**src/rtl/vpage_tlb_pkg.sv**
```systemverilog
package vpage_tlb_pkg;

  localparam int VA_W  = 32;
  localparam int OFS_W = 10;
  localparam int TAG_W = VA_W - OFS_W;

  // Translation word; field positions fixed by the write-port encoding.
  typedef struct packed {
    logic [TAG_W-1:0] ppn;
    logic [1:0]       psize;
    logic [1:0]       cmode;
    logic             sprot;
    logic             rd_ok;
    logic             wr_ok;
    logic             ex_ok;
    logic             lock;
    logic             rsvd;
  } tlb_word_t;

  typedef enum logic [1:0] {
    ACC_LOAD  = 2'b00,
    ACC_STORE = 2'b01,
    ACC_FETCH = 2'b10,
    ACC_PROBE = 2'b11
  } acc_e;

  // Mask over VA[31:10] selecting the bits that take part in the compare.
  function automatic logic [TAG_W-1:0] tag_mask(input logic [1:0] psize);
    logic [3:0] drop;
    case (psize)
      2'b00:   drop = 4'd10;
      2'b01:   drop = 4'd2;
      2'b10:   drop = 4'd3;
      default: drop = 4'd0;
    endcase
    return {TAG_W{1'b1}} << drop;
  endfunction

  function automatic logic [VA_W-1:0] join_pa(input tlb_word_t w,
                                              input logic [VA_W-1:0] va);
    logic [VA_W-1:0] m;
    m = {tag_mask(w.psize), {OFS_W{1'b0}}};
    return ({w.ppn, {OFS_W{1'b0}}} & m) | (va & ~m);
  endfunction

endpackage

```
**src/rtl/vpage_tlb_entries.sv**
```systemverilog
module vpage_tlb_entries
  import vpage_tlb_pkg::*;
#(
  parameter int N = 8,
  localparam int IW = (N > 1) ? $clog2(N) : 1
) (
  input  logic             clk,
  input  logic             rst_n,
  input  logic             wr_en,
  input  logic [IW-1:0]    wr_idx,
  input  logic [TAG_W-1:0] wr_tag,
  input  tlb_word_t        wr_word,
  input  logic [TAG_W-1:0] lk_tag,
  output logic [N-1:0]     valid_o,
  output logic [N-1:0]     lock_o,
  output logic [N-1:0]     match_o,
  output tlb_word_t        word_o [N]
);

  tlb_word_t clean_word;

  always_comb begin
    clean_word      = wr_word;
    clean_word.rsvd = 1'b0;
  end

  for (genvar g = 0; g < N; g++) begin : g_slot
    logic             v_q;
    logic [TAG_W-1:0] t_q;
    tlb_word_t        w_q;
    logic             sel;

    assign sel = wr_en && (wr_idx == IW'(g));

    always_ff @(posedge clk or negedge rst_n) begin
      if (!rst_n)   v_q <= 1'b0;
      else if (sel) v_q <= 1'b1;
    end

    always_ff @(posedge clk) begin
      if (sel) begin
        t_q <= wr_tag;
        w_q <= clean_word;
      end
    end

    assign valid_o[g] = v_q;
    assign lock_o[g]  = v_q & w_q.lock;
    assign match_o[g] = v_q && (((t_q ^ lk_tag) & tag_mask(w_q.psize)) == '0);
    assign word_o[g]  = w_q;
  end

  // a slot written on an edge is occupied afterwards
  a_r12_write_lands: assert property (@(posedge clk) disable iff (!rst_n)
    wr_en |=> valid_o[$past(wr_idx)]);

endmodule

```
**src/rtl/vpage_tlb_lookup.sv**
```systemverilog
module vpage_tlb_lookup
  import vpage_tlb_pkg::*;
#(
  parameter int N = 8,
  localparam int IW = (N > 1) ? $clog2(N) : 1
) (
  input  logic            clk,
  input  logic            rst_n,
  input  logic [N-1:0]    match_i,
  input  tlb_word_t       word_i [N],
  input  logic [VA_W-1:0] va,
  input  logic            user,
  input  logic [1:0]      acc,
  output logic            hit,
  output logic            multi,
  output logic [IW-1:0]   idx,
  output logic            hit_lock,
  output logic [VA_W-1:0] pa,
  output logic [1:0]      cmode,
  output logic            err
);

  tlb_word_t sel;
  logic      perm_bad;

  always_comb begin
    idx = '0;
    for (int i = N - 1; i >= 0; i--) begin
      if (match_i[i]) idx = IW'(i);
    end
  end

  assign hit   = |match_i;
  assign multi = (match_i & (match_i - N'(1))) != '0;
  assign sel   = word_i[idx];

  always_comb begin
    case (acc_e'(acc))
      ACC_LOAD:  perm_bad = !sel.rd_ok;
      ACC_STORE: perm_bad = !sel.wr_ok;
      ACC_FETCH: perm_bad = !sel.ex_ok;
      default:   perm_bad = 1'b0;
    endcase
  end

  assign pa       = hit ? join_pa(sel, va) : '0;
  assign cmode    = hit ? sel.cmode : 2'b00;
  assign err      = hit && ((user && sel.sprot) || perm_bad);
  assign hit_lock = hit && sel.lock;

  // chosen slot really matches and no lower slot does
  a_r7_lowest_wins: assert property (@(posedge clk) disable iff (!rst_n)
    hit |-> (match_i[idx] && ((match_i & ((N'(1) << idx) - N'(1))) == '0)));

  // user access to a protected page is flagged
  a_r5_user_protect: assert property (@(posedge clk) disable iff (!rst_n)
    (hit && user && word_i[idx].sprot) |-> err);

  // page offset below 1 KB always passes through
  a_r3_offset_kept: assert property (@(posedge clk) disable iff (!rst_n)
    hit |-> (pa[OFS_W-1:0] == va[OFS_W-1:0]));

endmodule

```
**src/rtl/vpage_tlb_repl.sv**
```systemverilog
module vpage_tlb_repl #(
  parameter int N = 8,
  localparam int IW = (N > 1) ? $clog2(N) : 1
) (
  input  logic          clk,
  input  logic          rst_n,
  input  logic [N-1:0]  valid_i,
  input  logic [N-1:0]  lock_i,
  input  logic          hit_touch,
  input  logic          hit_lock,
  input  logic [IW-1:0] hit_idx,
  input  logic          wr_req,
  output logic          wr_fire,
  output logic [IW-1:0] victim_idx,
  output logic          alloc_fail
);

  // Age 0 is most recent; ages always form a permutation of 0..N-1.
  logic [IW-1:0] age_q   [N];
  logic [IW-1:0] age_mid [N];
  logic [IW-1:0] age_nxt [N];
  logic [N*IW-1:0] age_flat;

  logic          has_free, found, victim_ok;
  logic [IW-1:0] free_idx, lru_idx, lru_age, ref_a, ref_b;

  always_comb begin
    has_free = 1'b0;
    free_idx = '0;
    for (int i = N - 1; i >= 0; i--) begin
      if (!valid_i[i]) begin
        has_free = 1'b1;
        free_idx = IW'(i);
      end
    end
  end

  always_comb begin
    found   = 1'b0;
    lru_idx = '0;
    lru_age = '0;
    for (int i = 0; i < N; i++) begin
      if (!lock_i[i] && (!found || age_q[i] > lru_age)) begin
        found   = 1'b1;
        lru_idx = IW'(i);
        lru_age = age_q[i];
      end
    end
  end

  assign victim_ok  = has_free || found;
  assign victim_idx = has_free ? free_idx : lru_idx;
  assign wr_fire    = wr_req && victim_ok;

  // Lookup refresh first, allocation refresh second.
  always_comb begin
    age_mid = age_q;
    ref_a   = age_q[hit_idx];
    if (hit_touch && !hit_lock) begin
      for (int j = 0; j < N; j++) begin
        if (IW'(j) == hit_idx)     age_mid[j] = '0;
        else if (age_q[j] < ref_a) age_mid[j] = age_q[j] + 1'b1;
      end
    end
  end

  always_comb begin
    age_nxt = age_mid;
    ref_b   = age_mid[victim_idx];
    if (wr_fire) begin
      for (int j = 0; j < N; j++) begin
        if (IW'(j) == victim_idx)    age_nxt[j] = '0;
        else if (age_mid[j] < ref_b) age_nxt[j] = age_mid[j] + 1'b1;
      end
    end
  end

  always_ff @(posedge clk or negedge rst_n) begin
    if (!rst_n) begin
      for (int i = 0; i < N; i++) age_q[i] <= IW'(i);
      alloc_fail <= 1'b0;
    end else begin
      age_q      <= age_nxt;
      alloc_fail <= wr_req && !victim_ok;
    end
  end

  for (genvar g = 0; g < N; g++) begin : g_flat
    assign age_flat[g*IW +: IW] = age_q[g];
  end

  // a locked slot is never the target of a write
  a_r9_victim_unlocked: assert property (@(posedge clk) disable iff (!rst_n)
    wr_fire |-> !lock_i[victim_idx]);

  // refusal only follows a write into a full, fully locked buffer
  a_r9_fail_cause: assert property (@(posedge clk) disable iff (!rst_n)
    alloc_fail |-> $past(wr_req && (&lock_i)));

  // an empty slot is always preferred
  a_r8_free_first: assert property (@(posedge clk) disable iff (!rst_n)
    (wr_req && !(&valid_i)) |-> !valid_i[victim_idx]);

  // locked hit without a write leaves the recency state alone
  a_r10_locked_hit_still: assert property (@(posedge clk) disable iff (!rst_n)
    (hit_touch && hit_lock && !wr_req) |=> $stable(age_flat));

endmodule

```
**src/rtl/vpage_tlb.sv**
```systemverilog
module vpage_tlb
  import vpage_tlb_pkg::*;
#(
  parameter int N = 8,
  localparam int IW = (N > 1) ? $clog2(N) : 1
) (
  input  logic        clk,
  input  logic        rst_n,
  input  logic        lk_valid,
  input  logic [31:0] lk_va,
  input  logic        lk_user,
  input  logic [1:0]  lk_acc,
  output logic        lk_hit,
  output logic        lk_multi,
  output logic [31:0] lk_pa,
  output logic [1:0]  lk_cmode,
  output logic        lk_err,
  input  logic        wr_valid,
  output logic        wr_ready,
  input  logic [31:0] wr_va,
  input  logic [31:0] wr_data,
  output logic        alloc_fail
);

  logic [N-1:0]  valid_s, lock_s, match_s;
  tlb_word_t     word_s [N];
  logic [IW-1:0] hit_idx, victim_idx;
  logic          hit_lock, wr_fire;
  logic          unused_low;

  assign wr_ready   = 1'b1;
  assign unused_low = ^wr_va[OFS_W-1:0];

  vpage_tlb_entries #(.N(N)) u_entries (
    .clk     (clk),
    .rst_n   (rst_n),
    .wr_en   (wr_fire),
    .wr_idx  (victim_idx),
    .wr_tag  (wr_va[VA_W-1:OFS_W]),
    .wr_word (tlb_word_t'(wr_data)),
    .lk_tag  (lk_va[VA_W-1:OFS_W]),
    .valid_o (valid_s),
    .lock_o  (lock_s),
    .match_o (match_s),
    .word_o  (word_s)
  );

  vpage_tlb_lookup #(.N(N)) u_lookup (
    .clk      (clk),
    .rst_n    (rst_n),
    .match_i  (match_s),
    .word_i   (word_s),
    .va       (lk_va),
    .user     (lk_user),
    .acc      (lk_acc),
    .hit      (lk_hit),
    .multi    (lk_multi),
    .idx      (hit_idx),
    .hit_lock (hit_lock),
    .pa       (lk_pa),
    .cmode    (lk_cmode),
    .err      (lk_err)
  );

  vpage_tlb_repl #(.N(N)) u_repl (
    .clk        (clk),
    .rst_n      (rst_n),
    .valid_i    (valid_s),
    .lock_i     (lock_s),
    .hit_touch  (lk_valid && lk_hit),
    .hit_lock   (hit_lock),
    .hit_idx    (hit_idx),
    .wr_req     (wr_valid && wr_ready),
    .wr_fire    (wr_fire),
    .victim_idx (victim_idx),
    .alloc_fail (alloc_fail)
  );

  // several matches imply a match
  a_r7_multi_has_hit: assert property (@(posedge clk) disable iff (!rst_n)
    lk_multi |-> lk_hit);

  // a miss never reports an error
  a_r1_miss_no_err: assert property (@(posedge clk) disable iff (!rst_n)
    !lk_hit |-> !lk_err);

endmodule

```
**config.mk**
```make
export PLATFORM = sky130hd
export DESIGN_NAME = vpage_tlb
export DESIGN_NICKNAME = d
export VERILOG_FILES = /design/src/rtl/vpage_tlb_pkg.sv /design/src/rtl/vpage_tlb_entries.sv /design/src/rtl/vpage_tlb_lookup.sv /design/src/rtl/vpage_tlb_repl.sv /design/src/rtl/vpage_tlb.sv
export SDC_FILE = /design/constraint.sdc
export NUM_CORES = 1
export LEC_CHECK = 0
export BUFFER_PORTS_ARGS = -buffer_cell sky130_fd_sc_hd__buf_4
export CAP_MARGIN = 10
export CORE_ASPECT_RATIO = 0.5
export CORE_UTILIZATION = 55
export CTS_CLUSTER_DIAMETER = 40
export CTS_CLUSTER_SIZE = 25
export DETAILED_ROUTE_END_ITERATION = 6
export PLACE_DENSITY = 0.84
export SKIP_LAST_GASP = 1
export SYNTH_ARGS = -nofsm -noshare
export SYNTH_HDL_FRONTEND = slang
export SYNTH_SLANG_ARGS = --single-unit
export TNS_END_PERCENT = 100
```
**constraint.sdc**
```tcl
create_clock -name clk -period 12.5 [get_ports clk]
set_input_delay 0.625 -clock clk [delete_from_list [all_inputs] [get_ports clk]]
set_output_delay 0.625 -clock clk [all_outputs]
set_load 0.05 [all_outputs]
```
# After elaboration in Yosys (flattened, before gate mapping)
# Cells that the tools add are included.
[classes]
n_addsub = 17
order_cmp = 25
n_eq_ne = 41
shifts = 9
n_mux = 102
bitwise = 31
n_reduce_logical = 79
[ops]
columns = ["cell", "n"]
rows = [
  ["$shl A22 B4 Y22 const A", 9],
  ["$mux W3", 64],
  ["$and A22 B22 Y22", 8],
  ["$logic_not A22 Y1", 8],
  ["$xor A22 B22 Y22", 8],
  ["$pmux W4 S3", 9],
  ["$bmux W32 S3", 1],
  ["$mux W32", 3],
  ["$and A32 B32 Y32", 2],
  ["$add A3 B1 Y3 const B", 16],
  ["$lt A3 B3 Y1", 16],
  ["$mux W24", 2],
  ["$not A32 Y32", 1],
  ["$or A32 B32 Y32", 1],
  ["$logic_and A1 B1 Y1", 30],
  ["$eq A3 B3 Y1 const A", 8],
  ["$gt A3 B3 Y1", 7],
  ["$eq A2 B1 Y1 const B", 10],
  ["$eq A2 B2 Y1 const B", 10],
  ["$logic_not A2 Y1", 10],
  ["$bmux W3 S3", 2],
  ["$logic_not A1 Y1", 18],
  ["$mux W1", 17],
  ["$eq A2 B3 Y1 const A", 4],
  ["other kinds (15)", 40],
]
[word_totals]
reg_bits = 457
inputBits = 103
out_inout_bits = 39

# Depth between registers and ports, before layout
[depth]
depth_word = 39
depth_mapped = 69

# Cells and area by module
# Synthesis repeated with hierarchy kept, for this count alone.
[hier_totals]
cells_unflattened = 1699
hier_area_um2 = 22733.1
[modules_own_cells]
columns = ["module", "instances", "cells_each", "area_per_inst_um2", "seq_area_each_um2"]
rows = [
  ["vpage_tlb_entries", 1, 769, 15451.1, 12932.4],
  ["vpage_tlb_repl", 1, 586, 4620.7, 640.6],
  ["vpage_tlb_lookup", 1, 341, 2643.8, 0.0],
  ["vpage_tlb", 1, 3, 17.5, 0.0],
]

# Worst setup path after synthesis
# No wires, ideal clock.
[synth_path]
kind = "reg2reg"
from = "register u_entries.g_slot[0].v_q"
to = "register u_repl.age_q, in the netlist u_repl.age_flat[0]"
arrival_time_ns = 12.091
required_time_ns = 12.372
setup_slack_ns = 0.281
stages_incl_launch_ff = 58
n_path_buf = 1
cell_sequence = "dfrtp_1 -> clkbuf_1 -> nand2_1 -> nand2_1 -> ha_1 -> nor2b_1 -> o21a_1 -> o21ai_0 -> a22o_1 -> nor2_1 -> a31oi_1 -> ha_1 -> nor2b_1 -> o21a_1 -> o21ai_0 -> a22o_1 -> nor2_1 -> a21oi_1 -> (+22 left out) -> a21o_1 -> a21oi_1 -> a31oi_1 -> o21ai_1 -> o21ai_0 -> ha_1 -> a21o_1 -> a21oi_1 -> a31oi_1 -> nor2_1 -> o21a_1 -> nand2_1 -> o2111a_1 -> or2_1 -> nand2b_1 -> nor2_1 -> nor2b_1 -> mux2_1"
[synth_rtl]
columns = ["element", "line", "source"]
rows = [
  ["start, declared", "vpage_tlb_entries.sv:28", "logic v_q;"],
  ["start signal, assigned", "vpage_tlb_entries.sv:36", "if (!rst_n) v_q <= 1'b0;"],
  ["start signal, assigned", "vpage_tlb_entries.sv:37", "else if (sel) v_q <= 1'b1;"],
  ["end signal, assigned", "vpage_tlb_repl.sv:83", "age_q <= age_nxt;"],
  ["end, declared", "vpage_tlb_repl.sv:19", "logic [IW-1:0] age_q [N];"],
]

==> impl_metrics.ini <==
[detailed_routing]
viasPerCell = 6.474
drc_errors = 19
wl_mm = 61.92
vias = 16560
wl_met1_mm = 24.87
wl_met3_mm = 6.839
dr.first_iter.drc_count = 2056
wl_per_cell_microns = 24.22
routed.top_layer = met4
ant_nets = 0
met2_wirelength_mm = 28.61
first_pass_iters = 7

[synthesis]
ys.flop_type = edfxtp_1
yosys.area.top_type = edfxtp_1
synth_top_area_share_pct = 56.40
synth_edf_count = 424
synthCells = 1863
synth.cell_area_sq_mm = 0.02258
synthArstFlopShare_pct = 7.221
yosysMostFrequentCell = edfxtp_1
yosys_warnings = 0
synth.avg_cell_area_sq_um = 12.12
yosysUniqueCellTypes = 90
synthTopCellsByCount = 424 x edfxtp_1, 212 x nand2_1, 97 x xor2_1
syn_nets = 2032
ys_ff_latch = 457
ys_seq_area_share_pct = 60.12
synth_area_leaders = edfxtp_1 56%, xor2_1 3.8%, ha_1 3.7%, nand2_1 3.5%, xnor2_1 3.3%

[global_route]
grt.total_usage_pct = 29.55
grt_pass1_wl_mm = 93.83
grt_overflow_total = 0
grt_pass1_vias = 16130
antenna_found_initial = 1
grt_max_degree = 66

[place]
dpl_worst_slack_ps = 398.0
io_buffers = 129
dp_hpwl_mm = 39.99
place_congestion = 1.026
placed_area_sq_mm = 0.02434

[finish]
area_growth_pct = 14.02
stdcell_area_sq_mm = 0.02574
seqCellArea_sq_mm = 0.01357
multiInputGateArea_sq_mm = 0.008566
nNetsFinal = 2159
drive_above_1_share_pct = 15.92
fillers = 2902

[sta]
slew_violations = 0
worst_slew_pin_slew_ps = 1214
fmax_mhz = 85.36
setup_viol = 0
max-slew-margin-rel_pct = 18.60
setup_slack_ps = 785.4
timing.final.crit_period_ps = 11710
fin_tns_setup_ps = 0
period_share_pct = 93.72
skew_ps = 34.39
hold_viol_final = 0

[critical_path]
criticalPathCategory = register to register
cp.required_ps = 12980
cp_max_fo = 11
critPathBufInv = 7
worstSetupEndpointType = register
arrival_ps = 12190
max_stage_delay_ps = 530
cp-start-kind = register
crit_family = compound AO/OA/AOI/OAI gates
crit_slowest_cell = or4_1

[cts]
numCtsBuffers = 36
cts_root_buf = clkbuf_16
cts_buffer_depth = 3
cts.sinks = 457
htree_levels = 2
cts_tree = done
clk_latency_ps = 570
path_clk_slew_ps = 80
holdBufCountCts = 0

[floorplan]
io_pins = 142
rows = 52
start_util_pct = 55.78
die_h_microns = 145.3
core_sq_mm = 0.04047
die_area_sq_mm = 0.04191
die_x_microns = 288.5

[job]
maxCapViolations = 0

[outcome]
status = finished, violations left
violations = DRC

[min_path]
hp-class = primary input to async pin
## registers in the layout (all words and copies together) (netlist names)
| name | cells |
|---|---|
| u_entries.word_o | 248 |
| u_entries.g_slot.t_q | 176 |
| u_repl.age_flat | 24 |
| u_entries.g_slot.v_q | 8 |
| u_repl.alloc_fail | 1 |
## final timing paths
| path | start | endpoint | slack (ps) | cells after the start |
|---|---|---|---|---|
| setup / recovery | u_entries.word_o[225] | u_repl.age_flat[20] | 790 | 66 |
| hold / removal | rst_n | u_entries.g_slot[6].v_q | 20 | 1 |
| setup reg to reg | u_entries.word_o[225] | u_repl.age_flat[20] | 790 | 66 |
| hold reg to reg | u_entries.g_slot[7].v_q | u_entries.g_slot[7].v_q | 610 | 1 |
| max in group asynchronous | rst_n | u_repl.age_flat[3] | 12080 | 1 |
| min in group clk | wr_data[7] | u_entries.word_o[199] | 280 | 1 |
## worst register-to-register path, delay by kind of cell (launching register included)
kind	cells	cell delay [ps]
AO/OA/AOI/OAI	34	5470
adder cells (fa/ha/maj)	8	2120
buffers and inverters	7	670
flip-flops	1	460
multiplexers	2	630
AND/OR/NAND/NOR	15	2330
## layout make-up
cell class / count / area share (%)
well taps: 540 / 2.625
multi-input cells: 1270 / 33.28
clock inverters: 27 / 1.682
flip-flops and latches: 457 / 52.73
diodes: 1 / 0.009721
clock buffers: 37 / 3.597
inverters: 53 / 0.7729
repair buffers: 172 / 5.308
## metal layers
| layer | GRT usage [%] | vias up |
|---|---|---|
| li1 | - | 7342 |
| met1 | 41.27 | 8001 |
| met2 | 46.65 | 1085 |
| met3 | 5.881 | 127 |
| met4 | 9.286 | 0 |
| met5 | 0 | - |
## per-stage QoR
step                cells  hold WS, ps  utilization, %
floorplan            1863        329.4               -
global placement     2489        561.5           60.14
detailed placement   2489        565.9           60.14
CTS                  2553        25.20           63.50
global route         2557        49.99           63.61
finish               2557        24.28           63.61
## cell families after synthesis
logic type / share of synthesized area, %
buf+inv: 2.389
fa+ha+maj: 3.708
compound gates: 12.57
other cells: 0.01661
mux: 1.907
simple gates: 12.23
xor+xnor: 7.061
flops: 60.12
## cell usage in the layout (no fill, tap or decap), types with 53 or more instances in the layout
master	synthesis	layout
buf_4	2	166
edfxtp_1	424	424
nor2_1	77	70
ha_1	66	66
xnor2_1	85	85
xor2_1	97	97
a31oi_1	55	53
nand2_1	212	210
o21ai_0	89	89
a21oi_1	69	68
## timing repair
item / in CTS / in global routing
buffers inserted: 0 / 3
setup endpoints to repair: 0 / 23
resized for setup: 0 / 7
Power is left out: the tool's default activity adds up to more than one toggle a clock period on the data nets, which glitch-free logic cannot reach.
